$ cat src/rtl/mem_sleep_pkg.sv
package mem_sleep_pkg;
  typedef enum logic [1:0] {
    PH_AWAKE  = 2'd0,
    PH_ENTER  = 2'd1,
    PH_ASLEEP = 2'd2,
    PH_EXIT   = 2'd3
  } sleep_phase_e;
endpackage

$ cat src/rtl/sleep_sync.sv
module sleep_sync #(
  parameter int STAGES = 2
) (
  input  logic clk_i,
  input  logic rst_ni,
  input  logic d_i,
  output logic q_o
);
  logic [STAGES-1:0] chain_q;

  always_ff @(posedge clk_i or negedge rst_ni) begin
    if (!rst_ni) chain_q <= '0;
    else         chain_q <= {chain_q[STAGES-2:0], d_i};
  end

  assign q_o = chain_q[STAGES-1];
endmodule

$ cat src/rtl/sleep_seq.sv
module sleep_seq
  import mem_sleep_pkg::*;
#(
  parameter int ENTRY_CYC = 2,
  parameter int EXIT_CYC  = 2
) (
  input  logic         clk_i,
  input  logic         rst_ni,
  input  logic         sleep_i,
  input  logic         access_i,
  output sleep_phase_e phase_o,
  output logic         flush_o,
  output logic         err_o
);
  localparam int CNT_MAX = (ENTRY_CYC > EXIT_CYC) ? ENTRY_CYC : EXIT_CYC;
  localparam int CNT_W   = $clog2(CNT_MAX + 1);

  sleep_phase_e phase_q, phase_d;
  logic [CNT_W-1:0] cnt_q, cnt_d;
  logic err_q;

  always_comb begin
    phase_d = phase_q;
    cnt_d   = cnt_q;
    unique case (phase_q)
      PH_AWAKE: if (sleep_i) begin
        phase_d = PH_ENTER;
        cnt_d   = '0;
      end
      PH_ENTER: begin
        if (cnt_q == CNT_W'(ENTRY_CYC - 1)) begin
          phase_d = PH_ASLEEP;
          cnt_d   = '0;
        end else cnt_d = cnt_q + CNT_W'(1);
      end
      PH_ASLEEP: if (!sleep_i) begin
        phase_d = PH_EXIT;
        cnt_d   = '0;
      end
      PH_EXIT: begin
        if (cnt_q == CNT_W'(EXIT_CYC - 1)) begin
          phase_d = PH_AWAKE;
          cnt_d   = '0;
        end else cnt_d = cnt_q + CNT_W'(1);
      end
      default: begin
        phase_d = PH_AWAKE;
        cnt_d   = '0;
      end
    endcase
  end

  always_ff @(posedge clk_i or negedge rst_ni) begin
    if (!rst_ni) begin
      phase_q <= PH_AWAKE;
      cnt_q   <= '0;
      err_q   <= 1'b0;
    end else begin
      phase_q <= phase_d;
      cnt_q   <= cnt_d;
      err_q   <= (phase_q == PH_EXIT) && access_i;
    end
  end

  assign phase_o = phase_q;
  assign flush_o = (phase_q == PH_ENTER) && (cnt_q == '0);
  assign err_o   = err_q;

  AST_FLUSH_SINGLE: assert property (@(posedge clk_i) disable iff (!rst_ni)
    flush_o |=> !flush_o);
  AST_ERR_IN_RECOV: assert property (@(posedge clk_i) disable iff (!rst_ni)
    err_o |-> $past(phase_q == PH_EXIT));
  AST_SLEEP_FROM_ENTER: assert property (@(posedge clk_i) disable iff (!rst_ni)
    (phase_q == PH_ASLEEP && $past(phase_q) != PH_ASLEEP) |-> $past(phase_q) == PH_ENTER);
  AST_WAKE_FROM_EXIT: assert property (@(posedge clk_i) disable iff (!rst_ni)
    (phase_q == PH_AWAKE && $past(phase_q) != PH_AWAKE) |-> $past(phase_q) == PH_EXIT);
endmodule

$ cat src/rtl/access_gate.sv
module access_gate #(
  parameter int LINES = 3
) (
  input  logic             clk_i,
  input  logic             rst_ni,
  input  logic             open_i,
  input  logic [LINES-1:0] req_i,
  output logic [LINES-1:0] req_o
);
  for (genvar g = 0; g < LINES; g++) begin : g_line
    assign req_o[g] = req_i[g] & open_i;
  end

  AST_GATE_CLOSED: assert property (@(posedge clk_i) disable iff (!rst_ni)
    !open_i |-> (req_o == '0));
endmodule

$ cat src/rtl/mem_sleep_ctrl.sv
module mem_sleep_ctrl
  import mem_sleep_pkg::*;
#(
  parameter int SYNC_STAGES = 2,
  parameter int ENTRY_CYC   = 2,
  parameter int EXIT_CYC    = 2
) (
  input  logic clk_i,
  input  logic rst_ni,
  input  logic sleep_req_i,
  input  logic sel_i,
  input  logic strb_proc_i,
  input  logic strb_ctrl_i,
  output logic sel_o,
  output logic strb_proc_o,
  output logic strb_ctrl_o,
  output logic force_desel_o,
  output logic flush_o,
  output logic sleep_o,
  output logic out_hiz_o,
  output logic recov_err_o
);
  localparam int LINES = 3;

  logic sleep_sync_w;
  sleep_phase_e phase_w;
  logic [LINES-1:0] acc_in, acc_out;

  assign acc_in = {strb_ctrl_i, strb_proc_i, sel_i};

  sleep_sync #(.STAGES(SYNC_STAGES)) u_sync (
    .clk_i (clk_i),
    .rst_ni(rst_ni),
    .d_i   (sleep_req_i),
    .q_o   (sleep_sync_w)
  );

  sleep_seq #(.ENTRY_CYC(ENTRY_CYC), .EXIT_CYC(EXIT_CYC)) u_seq (
    .clk_i   (clk_i),
    .rst_ni  (rst_ni),
    .sleep_i (sleep_sync_w),
    .access_i(|acc_in),
    .phase_o (phase_w),
    .flush_o (flush_o),
    .err_o   (recov_err_o)
  );

  access_gate #(.LINES(LINES)) u_gate (
    .clk_i (clk_i),
    .rst_ni(rst_ni),
    .open_i(phase_w == PH_AWAKE),
    .req_i (acc_in),
    .req_o (acc_out)
  );

  assign sel_o         = acc_out[0];
  assign strb_proc_o   = acc_out[1];
  assign strb_ctrl_o   = acc_out[2];
  assign force_desel_o = (phase_w != PH_AWAKE);
  assign out_hiz_o     = (phase_w != PH_AWAKE);
  assign sleep_o       = (phase_w == PH_ASLEEP);

  AST_SLEEP_DESEL: assert property (@(posedge clk_i) disable iff (!rst_ni)
    sleep_o |-> (force_desel_o && out_hiz_o));
  AST_DESEL_QUIET: assert property (@(posedge clk_i) disable iff (!rst_ni)
    force_desel_o |-> !(sel_o || strb_proc_o || strb_ctrl_o));
  AST_ENTRY_NOT_ASLEEP: assert property (@(posedge clk_i) disable iff (!rst_ni)
    $rose(force_desel_o) |-> !sleep_o);
endmodule

$ cat config.mk
export PLATFORM = sky130hd
export DESIGN_NAME = mem_sleep_ctrl
export DESIGN_NICKNAME = d
export VERILOG_FILES = /design/src/rtl/mem_sleep_pkg.sv /design/src/rtl/sleep_sync.sv /design/src/rtl/sleep_seq.sv /design/src/rtl/access_gate.sv /design/src/rtl/mem_sleep_ctrl.sv
export SDC_FILE = /design/constraint.sdc
export NUM_CORES = 1
export LEC_CHECK = 0
export BUFFER_PORTS_ARGS = -buffer_cell sky130_fd_sc_hd__buf_2
export CORE_MARGIN = 8
export CORE_UTILIZATION = 30
export CTS_BUF_LIST = sky130_fd_sc_hd__clkbuf_16
export DETAILED_ROUTE_END_ITERATION = 12
export HOLD_SLACK_MARGIN = 0.06
export PLACE_DENSITY = 0.6
export REMOVE_ABC_BUFFERS = 1
export SETUP_SLACK_MARGIN = 0.05
export SYNTH_ARGS = -nofsm -noshare
export SYNTH_HDL_FRONTEND = slang
export SYNTH_SLANG_ARGS = --single-unit
$ cat constraint.sdc
create_clock -name clk_i -period 1.5 [get_ports clk_i]
set_input_delay 0.15 -clock clk_i [delete_from_list [all_inputs] [get_ports clk_i]]
set_output_delay 0.15 -clock clk_i [all_outputs]
set_load 0.01 [all_outputs]
==> metrics.cfg <==
[critical_path]
cpLargestDelayFamily = flip-flops
cp-end-kind = output port
path_cells = inv_2 > ha_1 > nor3b_1 > buf_2
critPathMaxStageDelay_ns = 0.42
critPathMaxFanout = 4
critical_path_arrival_ns = 1.26
critPathBufInv = 2
cpMaxStageDelayCell = dfrtp_1
cp.required_ns = 1.35
crit_type = reg2out
startpoint_type = flip-flop

[synthesis]
synth-seq-cells = 7
ys_warn_count = 0
yosysTopAreaCell = dfrtp_1
ys_types = 19
ys_seq_area_share_pct = 44.87
synth_area_per_cell_um2 = 10.84
synthCells = 36
synth.area.top_cells = dfrtp_1 (45%), ha_1 (13%), and2_1 (6.4%), mux2_4 (3.8%), mux2i_2 (3.5%)
synth_top_area_share_pct = 44.87
netlist_area_um2 = 390.4

[timing]
fin_tns_setup_ns = 0
rsz0062_at_grt = true
max_freq_mhz = 707.3
worst_pin_slew_ns = 0.1791
slew_violations = 0
period_share_pct = 94.25
slew_headroom_pct = 87.81
hold_viol_final = 0
holdWs_ns = 0.1580
fin_ws_ns = 0.08619
fin_worst_skew_ns = 0.0009590
period_needed_ns = 1.414
setup_viol = 0

[clock_tree]
cts_sinks = 7
cts_tree = built
cts-root-buf = clkbuf_16
cts-buffers-inserted = 3
clk_path_buf_depth = 2
cts.clk_slew.worst_paths_ns = 0.04
clk_latency_ns = 0.23
htreeDepth = 1

[drt]
wl_per_cell_um = 11.08
vias = 322
ant_nets = 0
drt_pre_antenna_iters = 3
wirelength_um = 820
drt_iter0_drc = 1
route.detailed.drc = 0
via_per_inst = 4.351

[cells_and_area]
nFillCells = 114
fin_cells = 74
antennaDiodeCount = 0
area_delta_synth_final_pct = 63.14
layout.nets = 70
drive_above_1_share_pct = 54.24

[flow_run]
cap_violations = 0

[pwr]
p_per_area_mw_per_mm2 = 2446
ir_drop_mv = 1.157
cellLeakagePower_nw = 0.3175
power.total_mw = 1.558

[placed_design]
gp_congestion = 0.7584
place.detailed.hpwl_um = 626.6
place_inst = 66
portBuffers = 13
dp_slack_ns = 0.03491

[die]
start_util_pct = 31.17
ios = 14
coreArea_mm2 = 0.001252
die_h_um = 52.07
rows = 13
fp.dieW_um = 52.07
die-area_mm2 = 0.002711

[global_route]
overflow = 0
antenna_found_initial = 0
track_usage_pct = 6.617
grt_pass1_wl_um = 1269
grt_max_degree = 8
first_global_vias = 318

[worst_hold_path]
hold_class = in2reg

[run_status]
outcome = completed

-- power breakdown --
| part | internal [mW] | leakage (nW) | switching [mW] |
|---|---|---|---|
| sequential | 0.249 | 0.0868 | 0.0552 |
| clock | 0.350 | 0.0409 | 0.109 |
| combinational | 0.445 | 0.190 | 0.349 |
-- final timing paths --
check	startpoint	slack, ns	cells after the start	end
setup / recovery	u_seq.phase_o[1]	0.09	4	flush_o
hold / removal	strb_ctrl_i	0.16	2	u_seq.err_o
setup reg to reg	u_seq.phase_o[1]	0.13	5	u_seq.phase_o[1]
hold reg to reg	u_sync.chain_q[0]	0.34	0	u_sync.chain_q[1]
max in group asynchronous	rst_ni	1.07	2	u_seq.phase_o[1]
min in group asynchronous	rst_ni	0.28	2	u_seq.cnt_q[1]
-- flip-flops by register name, indices dropped and copies added, names as in the netlist --
| name | flops |
|---|---|
| u_seq.cnt_q | 2 |
| u_seq.phase_o | 2 |
| u_sync.chain_q | 2 |
| u_seq.err_o | 1 |
-- repair_timing --
action,CTS,global route
endpoints found under the hold margin,8,0
hold buffers,2,0
gates resized for setup,3,6
endpoints found under the setup margin,4,5
setup buffers,1,1
-- logic make-up after synthesis --
group           Yosys count  synth area share (%)
mux                       3                 10.25
fa+ha+maj                 4                 12.82
flops                     7                 44.87
buf+inv                   4                 4.808
simple gates             13                 18.27
compound gates            5                 8.973
-- per-stage QoR --
step / util, % / area [µm²]
after CTS: 47.85 / 599.3
after global routing: 50.85 / 636.9
after floorplan: - / 382.9
after detailed placement: 39.06 / 489.2
after global placement: 39.06 / 489.2
final: 50.85 / 636.9
-- synth_stat cells --
cell type and number:
inv_1 3, dfrtp_1 7, nand2_1 1, nor2_1 3
mux2i_2 1, mux2_2 1, mux2_4 1, nand2b_1 1
o21ai_0 1, and2b_1 1, o31a_1 1, nor3_1 2
and2_1 4, o21ai_2 1, a21oi_1 1, ha_1 4
buf_4 1, nor3b_1 1, o21a_1 1
-- metal layers --
layer	track usage (%)	part of all wire, %	vias up
li1	-	-	165
met1	6.525	43	138
met2	8.200	37	16
met3	7.123	17	3
met4	3.982	2.3	0
met5	0	0	-
-- layout by cell type (no fill, tap or decap), drive strengths merged --
master,instances
nor3b,1
o21ai,2
nand2,1
dfrtp,7
o21a,1
clkinv,1
nor2,3
mux2,2
ha,4
nand2b,1
dlygate4sd3,2
and2,4
mux2i,1
o31a,1
inv,3
clkbuf,3
and2b,1
nor3,2
a21oi,1
buf,18
-- cell type report --
class	count	area, µm²	share of cell area, %
Multi-Input combinational cell	25	225.2	35.36
Sequential cell	7	175.2	27.50
Timing Repair Buffer	20	126.4	19.84
Clock buffer	3	75.07	11.79
Tap cell	15	18.77	2.947
Inverter	3	11.26	1.768
Clock inverter	1	5.005	0.7859
Note: power is estimated with default switching activity, not from simulation.
